==> src/rtl/pg_pkg.sv <==
package pg_pkg;
  typedef enum logic {
    PAT_REPEAT = 1'b0,
    PAT_PRBS   = 1'b1
  } pat_mode_e;

  localparam int unsigned ZERO_RUN_MAX = 14;
endpackage

==> src/rtl/pg_shift_reg.sv <==
module pg_shift_reg #(
  parameter int WIDTH = 32,
  localparam int LEN_W = $clog2(WIDTH)
) (
  input  logic                clk_i,
  input  logic                rst_ni,
  input  logic                en_i,
  input  logic                load_i,
  input  logic [WIDTH-1:0]    seed_i,
  input  logic [LEN_W-1:0]    len_i,
  input  logic [LEN_W-1:0]    tap_i,
  input  pg_pkg::pat_mode_e   mode_i,
  output logic                msb_o
);
  logic [WIDTH-1:0] sr_q;
  logic             fb;

  assign msb_o = sr_q[len_i];
  assign fb    = (mode_i == pg_pkg::PAT_PRBS) ? (sr_q[len_i] ^ sr_q[tap_i]) : sr_q[len_i];

  always_ff @(posedge clk_i or negedge rst_ni) begin
    if (!rst_ni)         sr_q <= '0;
    else if (en_i) begin
      if (load_i)        sr_q <= seed_i;
      else               sr_q <= {sr_q[WIDTH-2:0], fb};
    end
  end

  a_r2_load_copies_seed: assert property (@(posedge clk_i) disable iff (!rst_ni)
    (en_i && load_i) |=> (sr_q == $past(seed_i)));

  a_r5_frozen_when_idle: assert property (@(posedge clk_i) disable iff (!rst_ni)
    !en_i |=> $stable(sr_q));
endmodule

==> src/rtl/pg_decade_err.sv <==
module pg_decade_err #(
  parameter int DECADES = 7,
  localparam int RATE_W = $clog2(DECADES + 1),
  localparam int SEL_N  = 1 << RATE_W
) (
  input  logic              clk_i,
  input  logic              rst_ni,
  input  logic              clr_i,
  input  logic              step_i,
  input  logic [RATE_W-1:0] rate_i,
  output logic              err_o
);
  logic [DECADES-1:0] wrap;
  logic [SEL_N-1:0]   sel_v;

  for (genvar j = 0; j < DECADES; j++) begin : g_dig
    logic [3:0] dig_q;
    logic       carry_in;
    if (j == 0) begin : g_first
      assign carry_in = 1'b1;
    end else begin : g_next
      assign carry_in = wrap[j-1];
    end
    assign wrap[j] = carry_in && (dig_q == 4'd9);

    always_ff @(posedge clk_i or negedge rst_ni) begin
      if (!rst_ni)        dig_q <= '0;
      else if (clr_i)     dig_q <= '0;
      else if (step_i) begin
        if (wrap[j])      dig_q <= '0;
        else if (carry_in) dig_q <= dig_q + 4'd1;
      end
    end
  end

  // bit 0 is code 0 (off); code k selects completion of the k lowest decades
  assign sel_v = SEL_N'({wrap, 1'b0});
  assign err_o = step_i && sel_v[rate_i];

  a_r8_off_means_none: assert property (@(posedge clk_i) disable iff (!rst_ni)
    err_o |-> (rate_i != '0));

  a_r10_clear_restarts: assert property (@(posedge clk_i) disable iff (!rst_ni)
    clr_i |=> !err_o);
endmodule

==> src/rtl/prbs_pattern_gen.sv <==
module prbs_pattern_gen #(
  parameter int WIDTH   = 32,
  parameter int DECADES = 7,
  localparam int LEN_W  = $clog2(WIDTH),
  localparam int RATE_W = $clog2(DECADES + 1)
) (
  input  logic              clk_i,
  input  logic              rst_ni,
  input  logic [LEN_W-1:0]  len_i,
  input  logic [LEN_W-1:0]  tap_i,
  input  logic              prbs_mode_i,
  input  logic [WIDTH-1:0]  seed_i,
  input  logic              load_pin_i,
  input  logic              load_bit_i,
  input  logic              hold_i,
  input  logic              zsup_en_i,
  input  logic              inv_en_i,
  input  logic [RATE_W-1:0] err_rate_i,
  input  logic              single_err_i,
  output logic              data_o
);
  localparam int ZW = $clog2(pg_pkg::ZERO_RUN_MAX + 1);
  localparam logic [ZW-1:0] ZMAX = ZW'(pg_pkg::ZERO_RUN_MAX);

  logic          run;
  logic          ld_q, ld_qq, ld_rise;
  logic          se_q, se_rise;
  logic          raw_bit, force_one, sup_bit, dec_err;
  logic [ZW-1:0] zc_q;
  pg_pkg::pat_mode_e mode;

  assign run     = !hold_i;
  assign mode    = pg_pkg::pat_mode_e'(prbs_mode_i);
  assign ld_rise = ld_q && !ld_qq;
  assign se_rise = single_err_i && !se_q;

  pg_shift_reg #(.WIDTH(WIDTH)) u_sr (
    .clk_i  (clk_i),
    .rst_ni (rst_ni),
    .en_i   (run),
    .load_i (ld_rise),
    .seed_i (seed_i),
    .len_i  (len_i),
    .tap_i  (tap_i),
    .mode_i (mode),
    .msb_o  (raw_bit)
  );

  pg_decade_err #(.DECADES(DECADES)) u_err (
    .clk_i  (clk_i),
    .rst_ni (rst_ni),
    .clr_i  (run && ld_rise),
    .step_i (run && !ld_rise),
    .rate_i (err_rate_i),
    .err_o  (dec_err)
  );

  assign force_one = zsup_en_i && !raw_bit && (zc_q == ZMAX);
  assign sup_bit   = raw_bit || force_one;

  always_ff @(posedge clk_i or negedge rst_ni) begin
    if (!rst_ni) begin
      ld_q   <= 1'b0;
      ld_qq  <= 1'b0;
      se_q   <= 1'b0;
      zc_q   <= '0;
      data_o <= 1'b0;
    end else if (run) begin
      ld_q   <= load_pin_i || load_bit_i;
      ld_qq  <= ld_q;
      se_q   <= single_err_i;
      data_o <= sup_bit ^ inv_en_i ^ dec_err ^ se_rise;
      if (ld_rise || sup_bit) zc_q <= '0;
      else if (zc_q != ZMAX)  zc_q <= zc_q + 1'b1;
    end
  end

  a_r5_hold_keeps_output: assert property (@(posedge clk_i) disable iff (!rst_ni)
    hold_i |=> $stable(data_o));

  a_r7_zero_run_forced: assert property (@(posedge clk_i) disable iff (!rst_ni)
    (run && zsup_en_i && (zc_q == ZMAX) && !ld_rise && !dec_err && !se_rise)
      |=> (data_o == !$past(inv_en_i)));

  a_r9_single_pulse: assert property (@(posedge clk_i) disable iff (!rst_ni)
    (run && $past(run) && single_err_i && $past(single_err_i)) |-> !se_rise);
endmodule

==> config.mk <==
export PLATFORM = sky130hd
export DESIGN_NAME = prbs_pattern_gen
export DESIGN_NICKNAME = d
export VERILOG_FILES = /design/src/rtl/pg_pkg.sv /design/src/rtl/pg_shift_reg.sv /design/src/rtl/pg_decade_err.sv /design/src/rtl/prbs_pattern_gen.sv
export SDC_FILE = /design/constraint.sdc
export NUM_CORES = 1
export LEC_CHECK = 0
export CAP_MARGIN = 20
export CORE_ASPECT_RATIO = 2
export CORE_MARGIN = 2
export CORE_UTILIZATION = 38
export CTS_BUF_LIST = sky130_fd_sc_hd__clkbuf_16
export DETAILED_ROUTE_END_ITERATION = 12
export PLACE_DENSITY_LB_ADDON = 0.12
export SETUP_SLACK_MARGIN = 0.4
export SLEW_MARGIN = 0
export SYNTH_ARGS = -nofsm -noshare
export SYNTH_HDL_FRONTEND = slang
export SYNTH_SLANG_ARGS = --single-unit
==> constraint.sdc <==
create_clock -name clk_i -period 3.3 [get_ports clk_i]
set_input_delay 0.66 -clock clk_i [delete_from_list [all_inputs] [get_ports clk_i]]
set_output_delay 0.66 -clock clk_i [all_outputs]
set_load 0.02 [all_outputs]
==> run_results.csv <==
group,metric,value,unit
run_status,status,"finished, final reports clean",
cells_and_area,nets,544,
die,initial_core_util,0.390,
critical_path,crit_fanout,6,
critical_path,crit_required,3.56,ns
die,dieHeight,151,um
grt,gr-total-overflow,0,
die,placementRows,53,
synth,synth-edff-count,0,
critical_path,startpoint,"tap_i[1]",
grt,grt_usage,0.188,
critical_path,cp-end-kind,"register",
grt,grt_antenna_before_repair,0,
synth,synth_top_cell_area_share,0.414,
synth,synth_area,4110,sq um
detailed_routing,vias,3373,
timing,rsz0062_at_grt,"false",
detailed_routing,routed_via_density,5.48,
critical_path,start_kind,"input pin",
timing,finClkSkew,0.00632,ns
synth,seq_area_frac_synth,0.414,
cells_and_area,mostFrequentLayoutCell,"dfrtp_1",
grt,grt_max_degree,46,
timing,tightest_slew,0.707,ns
synth,synthArstFlopShare,1.00,
timing,drv_slew,0,
power_and_ir_drop,ir_worst_vdd,0.000253,V
critical_path,criticalPathCategory,"input pin to register",
grt,grt_pass1_vias,3392,
power_and_ir_drop,leakagePower,2.17,nW
detailed_routing,first_pass_iters,4,
die,die_area,11700,sq um
cts,clk_path_buf_depth,2,
cts,cts_tree,"done",
cts,cts_hold_buf,0,
timing,hold_violations,0,
min_path,hp-class,"input pin to async pin",
critical_path,r2r.worst_path.cells,9,
critical_path,r2r-start,"u_err.g_dig[2].dig_q[1]",
synth,yosysWarnings,0,
grt,busiest_layer,"met2",
timing,fin_setup_tns,0,ns
cells_and_area,final_cell_mix,"68 x dfrtp_1, 59 x nand2_1, 54 x mux2i_1, 52 x clkdlybuf4s50_1, 44 x o21ai_0",
grt,grt.met3_usage,0.0298,
die,core_area,10500,sq um
cells_and_area,utilization,0.480,
cts,clockRootBuffer,"clkbuf_16",
cells_and_area,diodes,0,
placed_design,place_hpwl,7770,um
cells_and_area,syn_to_final_growth,23.2,%
run,drv_cap,0,
grt,use_met1,0.191,
cts,htree_levels,3,
critical_path,r2r_slack,0.91,ns
cells_and_area,drive_gt1_frac,0.0814,
synth,avgSynthCellArea,9.76,sq um
timing,slew-limit-headroom,0.528,
synth,syn_nets,491,
cts,post_cts_resized,0,
detailed_routing,drtIter0Drc,130,
cts,cts_setup_buffers,0,
die,die_w,77.5,um
placed_design,place_congestion,0.848,
cts,numClockSinks,68,
timing,period_share,0.801,
die,io_pins,55,
synth,ys.flop_type,"dfrtp_1",
synth,synthCells,421,
detailed_routing,drt-total-wl,10200,um
cts,insertion_delay,0.33,ns
timing,max_freq,0.378,GHz
synth,synth-seq-cells,68,
cells_and_area,fillers,1002,
power_and_ir_drop,powerDensity,512,nW/um^2
grt,grt_pass1_wl,16900,um
grt,met2_usage,0.365,
synth,yosysTopAreaCell,"dfrtp_1",
timing,final-setup-viol-count,0,
placed_design,portBuffers,54,
critical_path,r2r_end,"u_err.g_dig[6].dig_q[3]",
cts,cts_inserted_buffers,9,
detailed_routing,wl_per_cell,16.6,um
timing,finalCriticalPeriod,2.64,ns
synth,synth_cell_types,47,
detailed_routing,drc,0,
detailed_routing,drtAntennaViolNets,0,
synth,yosys-top-cells-area,"dfrtp_1 41%, mux2i_1 13%, nand2_1 5.4%",
cts,path_clk_slew,0.06,ns
critical_path,worstPathArrival,2.90,ns
-- cell families (layout without fill, tap and decap cells) --
group / after synthesis / in the layout / synth area share
flip-flops: 68 / 68 / 0.414
AND/OR/NAND/NOR: 135 / 135 / 0.164
AO/OA/AOI/OAI: 93 / 93 / 0.131
XOR/XNOR: 8 / 8 / 0.0171
adder cells (fa/ha/maj): 16 / 16 / 0.0487
multiplexers: 66 / 66 / 0.189
buffers and inverters: 35 / 93 / 0.0359
-- cells in the mapped netlist (2+ instances only) --
cell type	number
nand2_1	59
buf_1	3
mux4_2	9
a21oi_1	15
o21ai_1	8
o2111ai_1	2
mux2i_1	54
or3_1	2
o21ai_0	44
clkbuf_1	12
ha_1	16
o22ai_1	4
o31ai_1	2
dfrtp_1	68
nor3_1	3
and3_1	3
a2bb2oi_1	2
or2_1	2
or4_1	2
nand3_1	21
and2_1	5
nand4_1	6
nand2b_1	5
nor2_1	13
nor2b_1	6
a22oi_1	4
a31oi_1	2
inv_1	14
xnor2_1	5
buf_2	4
nand3b_1	6
mux2_2	3
xor2_1	3
-- sequential cells by signal, summed over array words and instances (netlist names) --
signal,count
ld_qq,1
se_q,1
zc_q,4
ld_q,1
data_o,1
u_err.g_dig.dig_q,28
u_sr.sr_q,32
-- how the worst max path moves through the flow --
stage / to / slack, ns / cells past startpoint
global placement: u_sr.sr_q[0] / 0.34 / 8
detailed placement: u_sr.sr_q[0] / 0.27 / 8
CTS: u_sr.sr_q[0] / 0.65 / 8
floorplan: u_sr.sr_q[0] / 0.96 / 8
finish: u_sr.sr_q[0] / 0.66 / 8
global route: u_sr.sr_q[0] / 0.52 / 8
-- final cells by class --
type	count	area (sq um)	share of cell area
sequential	68	1700	0.336
clock inverter	7	35.0	0.00692
timing repair buffer	63	611	0.121
clock buffer	9	225	0.0445
multi-input combinational	318	2270	0.448
tap	137	171	0.0339
inverter	14	52.6	0.0104
-- worst max-delay path, cell delays in order --
cell	delay, ns
clkdlybuf4s50_1	0.65
mux4_2	0.55
mux4_2	0.46
a2bb2oi_1	0.14
nand3_1	0.10
xnor2_1	0.11
nand2_1	0.06
a2bb2oi_1	0.16
-- power by group --
part	leakage (nW)	internal, mW	switching, mW	total (mW)
sequential	0.885	0.978	0.177	1.16
clock	0.125	0.496	0.355	0.851
combinational	1.16	0.316	0.271	0.587
-- layer usage --
layer	vias to the layer above	wire length [um]	share of wire
li1	1625	-	-
met1	1657	3810	0.37
met2	73	5880	0.57
met3	18	279	0.027
met4	0	265	0.026
met5	-	0	0
-- metrics by stage --
stage / std cells / power, mW / hold WS, ns / worst slack (ns) / instance area [sq um]
floorplan: 421 / 1.52 / 0.364 / 0.957 / 4110
global placement: 600 / 1.74 / 0.471 / 0.335 / 4800
global route: 616 / 2.76 / 0.431 / 0.515 / 5060
finish: 616 / 2.59 / 0.379 / 0.658 / 5060
CTS: 616 / 2.64 / 0.406 / 0.647 / 5060
detailed placement: 600 / 1.76 / 0.474 / 0.273 / 4800
No activity file was read; power rests on OpenSTA's default activity.
